--- config.mk ---
export PLATFORM = sky130hd
export DESIGN_NAME = wdog_two_stage
export DESIGN_NICKNAME = d
export VERILOG_FILES = /design/src/rtl/wdog_pkg.sv /design/src/rtl/wdog_regs.sv /design/src/rtl/wdog_core.sv /design/src/rtl/wdog_two_stage.sv
export SDC_FILE = /design/constraint.sdc
export NUM_CORES = 1
export LEC_CHECK = 0
export BUFFER_PORTS_ARGS = -buffer_cell sky130_fd_sc_hd__clkbuf_2
export CAP_MARGIN = 20
export CORE_MARGIN = 2
export CORE_UTILIZATION = 62
export DETAILED_ROUTE_END_ITERATION = 7
export GPL_TIMING_DRIVEN = 1
export PLACE_DENSITY = 0.86
export SYNTH_ARGS = -nofsm -noshare
export SYNTH_HDL_FRONTEND = slang
export SYNTH_HIERARCHICAL = 1
export SYNTH_SLANG_ARGS = --single-unit
--- constraint.sdc ---
create_clock -name clk -period 5.6 [get_ports clk]
set_clock_uncertainty 0.1 [all_clocks]
set_input_delay 0.84 -clock clk [delete_from_list [all_inputs] [get_ports clk]]
set_output_delay 0.84 -clock clk [all_outputs]
set_load 0.01 [all_outputs]
--- src/rtl/wdog_pkg.sv ---
package wdog_pkg;
  localparam logic [11:0] OFF_RELOAD = 12'h000;
  localparam logic [11:0] OFF_COUNT  = 12'h004;
  localparam logic [11:0] OFF_CTRL   = 12'h008;
  localparam logic [11:0] OFF_CLEAR  = 12'h00C;
  localparam logic [11:0] OFF_RAW    = 12'h010;
  localparam logic [11:0] OFF_MASKED = 12'h014;
  localparam logic [11:0] OFF_GUARD  = 12'hC00;
  localparam logic [31:0] GUARD_KEY  = 32'h1ACCE551;

  typedef struct packed {
    logic arm_rst;
    logic run;
  } ctrl_t;
endpackage

--- src/rtl/wdog_regs.sv ---
module wdog_regs import wdog_pkg::*; #(
  parameter int ADDR_W = 12,
  parameter int DATA_W = 32,
  parameter logic [DATA_W-1:0] RELOAD_INIT = '1
) (
  input  logic              clk,
  input  logic              rst,
  input  logic [ADDR_W-1:0] addr,
  input  logic              wr_en,
  input  logic [DATA_W-1:0] wr_data,
  input  logic [DATA_W-1:0] count,
  input  logic              flag,
  output logic [DATA_W-1:0] reload_q,
  output ctrl_t             ctrl_q,
  output logic              wr_reload,
  output logic              wr_clear,
  output logic [DATA_W-1:0] rd_data
);
  localparam int PAD_W = DATA_W - 2;

  logic              guard_q;
  logic              wr_open;
  logic [DATA_W-1:0] rd_nxt;

  assign wr_open   = wr_en && !guard_q;
  assign wr_reload = wr_open && (addr == ADDR_W'(OFF_RELOAD));
  assign wr_clear  = wr_open && (addr == ADDR_W'(OFF_CLEAR));

  always_comb begin
    rd_nxt = '0;
    case (addr)
      ADDR_W'(OFF_RELOAD): rd_nxt = reload_q;
      ADDR_W'(OFF_COUNT):  rd_nxt = count;
      ADDR_W'(OFF_CTRL):   rd_nxt = {{PAD_W{1'b0}}, ctrl_q.arm_rst, ctrl_q.run};
      ADDR_W'(OFF_RAW):    rd_nxt = DATA_W'(flag);
      ADDR_W'(OFF_MASKED): rd_nxt = DATA_W'(flag && ctrl_q.run);
      ADDR_W'(OFF_GUARD):  rd_nxt = DATA_W'(guard_q);
      default:             rd_nxt = '0;
    endcase
  end

  always_ff @(posedge clk) begin
    if (rst) begin
      guard_q  <= 1'b0;
      reload_q <= RELOAD_INIT;
      ctrl_q   <= '0;
      rd_data  <= '0;
    end else begin
      rd_data <= rd_nxt;
      if (wr_en && addr == ADDR_W'(OFF_GUARD))
        guard_q <= (wr_data != DATA_W'(GUARD_KEY));
      if (wr_reload)
        reload_q <= wr_data;
      if (wr_open && addr == ADDR_W'(OFF_CTRL))
        ctrl_q <= ctrl_t'(wr_data[1:0]);
    end
  end

  assert_locked_hold_R3: assert property (@(posedge clk) disable iff (rst)
    (guard_q && wr_en && addr != ADDR_W'(OFF_GUARD)) |=> ($stable(reload_q) && $stable(ctrl_q)));

  assert_guard_key_R2: assert property (@(posedge clk) disable iff (rst)
    (wr_en && addr == ADDR_W'(OFF_GUARD)) |=> (guard_q == ($past(wr_data) != DATA_W'(GUARD_KEY))));
endmodule

--- src/rtl/wdog_core.sv ---
module wdog_core #(
  parameter int DATA_W = 32,
  parameter logic [DATA_W-1:0] RELOAD_INIT = '1
) (
  input  logic              clk,
  input  logic              rst,
  input  logic              run,
  input  logic              arm_rst,
  input  logic              wr_reload,
  input  logic              wr_clear,
  input  logic [DATA_W-1:0] wr_data,
  input  logic [DATA_W-1:0] reload_q,
  output logic [DATA_W-1:0] count,
  output logic              flag,
  output logic              sys_rst
);
  logic at_zero;
  assign at_zero = (count == '0);

  always_ff @(posedge clk) begin
    if (rst) begin
      count   <= RELOAD_INIT;
      flag    <= 1'b0;
      sys_rst <= 1'b0;
    end else if (wr_reload) begin
      count <= wr_data;
    end else if (wr_clear) begin
      count <= reload_q;
      flag  <= 1'b0;
    end else if (run) begin
      if (at_zero) begin
        count <= reload_q;
        if (!flag)
          flag <= 1'b1;
        else if (arm_rst)
          sys_rst <= 1'b1;
      end else begin
        count <= count - 1'b1;
      end
    end
  end

  assert_step_R4: assert property (@(posedge clk) disable iff (rst)
    (run && !at_zero && !wr_reload && !wr_clear) |=> (count == $past(count) - 1'b1));

  assert_freeze_R4: assert property (@(posedge clk) disable iff (rst)
    (!run && !wr_reload && !wr_clear) |=> $stable(count));

  assert_first_expiry_R5: assert property (@(posedge clk) disable iff (rst)
    (run && at_zero && !flag && !wr_reload && !wr_clear) |=> (flag && count == $past(reload_q)));

  assert_rst_sticky_R6: assert property (@(posedge clk) disable iff (rst)
    sys_rst |=> sys_rst);

  assert_clear_R7: assert property (@(posedge clk) disable iff (rst)
    wr_clear |=> (!flag && count == $past(reload_q)));

  assert_reload_R8: assert property (@(posedge clk) disable iff (rst)
    wr_reload |=> (count == $past(wr_data)));
endmodule

--- src/rtl/wdog_two_stage.sv ---
module wdog_two_stage import wdog_pkg::*; #(
  parameter int ADDR_W = 12,
  parameter int DATA_W = 32,
  parameter logic [DATA_W-1:0] RELOAD_INIT = '1
) (
  input  logic              clk,
  input  logic              rst,
  input  logic [ADDR_W-1:0] addr,
  input  logic              wr_en,
  input  logic [DATA_W-1:0] wr_data,
  output logic [DATA_W-1:0] rd_data,
  output logic              irq_o,
  output logic              sys_rst_o
);
  ctrl_t             ctrl_q;
  logic [DATA_W-1:0] reload_q;
  logic [DATA_W-1:0] count;
  logic              flag;
  logic              wr_reload;
  logic              wr_clear;

  wdog_regs #(.ADDR_W(ADDR_W), .DATA_W(DATA_W), .RELOAD_INIT(RELOAD_INIT)) u_regs (
    .clk(clk), .rst(rst), .addr(addr), .wr_en(wr_en), .wr_data(wr_data),
    .count(count), .flag(flag), .reload_q(reload_q), .ctrl_q(ctrl_q),
    .wr_reload(wr_reload), .wr_clear(wr_clear), .rd_data(rd_data)
  );

  wdog_core #(.DATA_W(DATA_W), .RELOAD_INIT(RELOAD_INIT)) u_core (
    .clk(clk), .rst(rst), .run(ctrl_q.run), .arm_rst(ctrl_q.arm_rst),
    .wr_reload(wr_reload), .wr_clear(wr_clear), .wr_data(wr_data),
    .reload_q(reload_q), .count(count), .flag(flag), .sys_rst(sys_rst_o)
  );

  assign irq_o = flag && ctrl_q.run;
endmodule

==> results.py <==
metrics = {
    "placed_design": {
        "postPlaceCellArea_um2": 5660,
        "place.gp.congestion": 0.964,
        "port_buffers": 80,
        "dp_hpwl_um": 11200,
    },
    "logic_synthesis": {
        "synth_cells": 631,
        "synthDistinctLibCells": 71,
        "async_flop_share_pct": 0,
        "synth_seq_cells": 101,
        "synthesis.nets": 680,
        "synth_edf_count": 0,
        "ys_warn_count": 6,
        "syn_area_per_cell_um2": 8.46,
        "ys_dominant_reg_cell": "dfxtp_1",
        "synthesis.area_um2": 5340,
        "yosysSeqAreaShare_pct": 37.9,
    },
    "clock_network": {
        "numCtsBuffers": 9,
        "clock_path_buffers": 2,
        "tritoncts": "built",
        "cts_hold_buf": 0,
        "path_clk_slew_ns": 0.11,
        "htreeDepth": 3,
        "cts_root_buf": "clkbuf_8",
        "insertion_delay_ns": 0.37,
        "cts.sinks": 101,
        "cts_setup_buffers": 0,
        "cts.repair.resized": 0,
    },
    "sta": {
        "setup_viol": 0,
        "rsz0062_at_grt": "no",
        "relSlewSlack_pct": 26.2,
        "drv_slew": 0,
        "fin_crit_sh_pct": 68.3,
        "finalHoldViolations": 0,
        "finalSetupTns_ns": 0,
        "worstMarginPinSlew_ns": 1.10,
        "fmax_mhz": 261,
        "period_minus_slack_ns": 3.83,
    },
    "pwr": {
        "p_int_w": 0.000923,
        "power_frac_seq_pct": 57.4,
        "peakVddDrop_uv": 197,
        "netSwitchingFraction_pct": 26.6,
        "power_density_nw_per_um2": 214,
        "power_frac_comb_pct": 5.8,
        "clkPwrFrac_pct": 36.8,
        "leakagePower_nw": 2.45,
        "switchingPower_w": 0.000335,
    },
    "critical_path": {
        "path_buf_inv": 1,
        "worstSetupPathType": "flip-flop to flip-flop",
        "arrival_ns": 3.98,
        "cp_slowest_cell": "nor4_4",
        "crit_required_ns": 5.76,
        "r2r_setup_slack_ns": 1.77,
        "path_delay_family": "simple AND/OR/NAND/NOR gates",
        "cp_cell_sequence": "nor3_1 > nand4b_1 > nor4_4 > nor2_1 > buf_4 > o32ai_1 > a21oi_1",
        "start_kind": "flip-flop",
        "max_stage_delay_ns": 0.85,
        "critPathMaxFanout": 13,
        "end_kind": "flip-flop",
    },
    "floorplan": {
        "die_w_um": 96.8,
        "fp-row-count": 33,
        "die_y_um": 96.8,
        "coreArea_um2": 8300,
        "dieArea_um2": 9370,
        "ios": 81,
        "initial_utilization_pct": 64.3,
    },
    "global_routing": {
        "grt_pass1_vias": 4860,
        "grt.total_usage_pct": 33.8,
        "grt_max_degree": 39,
        "grt_pass1_wl_um": 25700,
        "antenna_found_initial": 0,
        "overflow": 0,
    },
    "cells_and_area": {
        "nNetsFinal": 737,
        "final_cell_area_um2": 5880,
        "antenna_cells": 0,
        "nFillCells": 716,
        "area_growth_pct": 10.2,
        "drive_above_1_share_pct": 17.3,
    },
    "route": {
        "drtIter0Drc": 636,
        "drc": 0,
        "ant_nets": 0,
        "drt_first_pass_iters": 6,
        "vias_per_cell": 6.65,
        "num_vias": 5305,
        "routed_wl_um": 16300,
        "wl_per_cell_um": 20.4,
    },
    "flow_run": {
        "cap_violations": 0,
    },
    "min_path": {
        "min_path_type": "flip-flop to flip-flop",
    },
    "status": {
        "status": "finished, final reports clean",
    },
}
## metrics by stage
stage	hold slack, ns	power (W)	std cells	util, %	setup WS, ns
3_5_place_dp	0.379	0.000810	780	68.2	1.65
3_3_place_gp	0.373	0.000809	780	68.2	1.74
2_1_floorplan	0.351	0.000774	631	-	2.28
5_1_grt	0.416	0.00130	798	70.8	1.56
6_report	0.397	0.00126	798	70.8	1.77
4_1_cts	0.397	0.00126	796	70.4	1.93
## power by group through the flow
stage / combinational, W / sequential, W / clock, W
floorplan: 0.0000363 / 0.000738 / 0
global placement: 0.0000704 / 0.000739 / 0
detailed placement: 0.0000717 / 0.000739 / 0
CTS: 0.0000717 / 0.000722 / 0.000467
global route: 0.0000771 / 0.000723 / 0.000497
finish: 0.0000730 / 0.000722 / 0.000463
## metal layers
metal	GRT usage, %	vias to the layer above	part of all wire (%)
met1	47.6	2455	42
met4	12.0	0	3.2
met2	52.2	367	45
li1	-	2430	-
met3	6.07	53	10
met5	0	-	0
## worst reg2reg max path: stages (launching register included)
cell,delay (ns)
dfxtp_1,0.39
nor3_1,0.68
nand4b_1,0.77
nor4_4,0.85
nor2_1,0.34
buf_4,0.28
o32ai_1,0.25
a21oi_1,0.06
## final timing paths
path / cells past startpoint / start / endpoint
hold reg to reg: 2 / u_regs/reload_q[17] / u_regs/reload_q[17]
setup reg to reg: 7 / u_core/count[7] / u_core/count[28]
setup / recovery: 7 / u_core/count[7] / u_core/count[28]
hold / removal: 2 / u_regs/reload_q[17] / u_regs/reload_q[17]
## flip-flops by register name, indices dropped and copies added (netlist names)
| register | count |
|---|---|
| u_core/count | 32 |
| u_regs/rd_data | 32 |
| u_regs/reload_q | 32 |
| u_regs/ctrl_q | 2 |
| u_core/flag | 1 |
| u_core/sys_rst | 1 |
| u_regs/guard_q | 1 |
## synth_stat cells, types with 4 or more instances
| master | number | area [µm²] |
|---|---|---|
| a211oi_1 | 5 | 37.5 |
| a21oi_1 | 23 | 115 |
| a221oi_1 | 6 | 52.6 |
| a31oi_1 | 14 | 87.6 |
| and2_1 | 4 | 25.0 |
| buf_1 | 4 | 15.0 |
| buf_2 | 6 | 30.0 |
| buf_6 | 4 | 45.0 |
| clkbuf_1 | 22 | 82.6 |
| dfxtp_1 | 101 | 2020 |
| inv_1 | 8 | 30.0 |
| mux2i_1 | 38 | 380 |
| nand2_1 | 97 | 364 |
| nand2b_1 | 4 | 25.0 |
| nand3_1 | 11 | 55.1 |
| nand3b_1 | 34 | 255 |
| nand4_1 | 6 | 37.5 |
| nor2_1 | 63 | 236 |
| nor2b_1 | 4 | 25.0 |
| nor3_1 | 25 | 125 |
| nor4_1 | 19 | 119 |
| nor4bb_1 | 5 | 50.1 |
| o21ai_0 | 21 | 105 |
| o22a_1 | 5 | 43.8 |
| o32ai_1 | 4 | 35.0 |
| or3_1 | 13 | 81.3 |
| or4_1 | 4 | 30.0 |
| xnor2_1 | 8 | 70.1 |
| xor2_1 | 5 | 43.8 |
## layout make-up
cell class / count / area [µm²] / share of cell area, %
clock buffer: 9 / 124 / 2.11
clock inverter: 7 / 62.6 / 1.06
inverter: 9 / 33.8 / 0.575
timing repair buffer: 88 / 480 / 8.17
tap: 105 / 131 / 2.23
sequential: 101 / 2020 / 34.4
multi-input combinational: 479 / 3030 / 51.5
## layout by cell type, fill, tap and decap left out, types with 6 or more instances in the layout
master	Yosys	routed
xnor2_1	8	8
o21ai_0	21	21
clkbuf_8	1	9
dfxtp_1	101	101
nand3_1	11	11
nand3b_1	34	34
buf_4	2	7
nand2_1	97	97
nor4_1	19	18
or3_1	13	13
a31oi_1	14	14
nand4_1	6	6
nor2_1	63	63
nor3_1	25	25
a221oi_1	6	6
inv_1	8	8
clkbuf_2	0	80
a21oi_1	23	23
mux2i_1	38	38
## kinds of logic (layout without fill, tap and decap cells)
| logic type | after synthesis | after routing | share of synthesized area, % |
|---|---|---|---|
| mux | 38 | 38 | 7.13 |
| buf+inv | 51 | 113 | 5.53 |
| simple gates | 311 | 311 | 31.6 |
| fa+ha+maj | 2 | 2 | 0.469 |
| flops | 101 | 101 | 37.9 |
| compound gates | 115 | 115 | 15.3 |
| xor+xnor | 13 | 13 | 2.13 |
No activity file was read; power rests on OpenSTA's default activity.
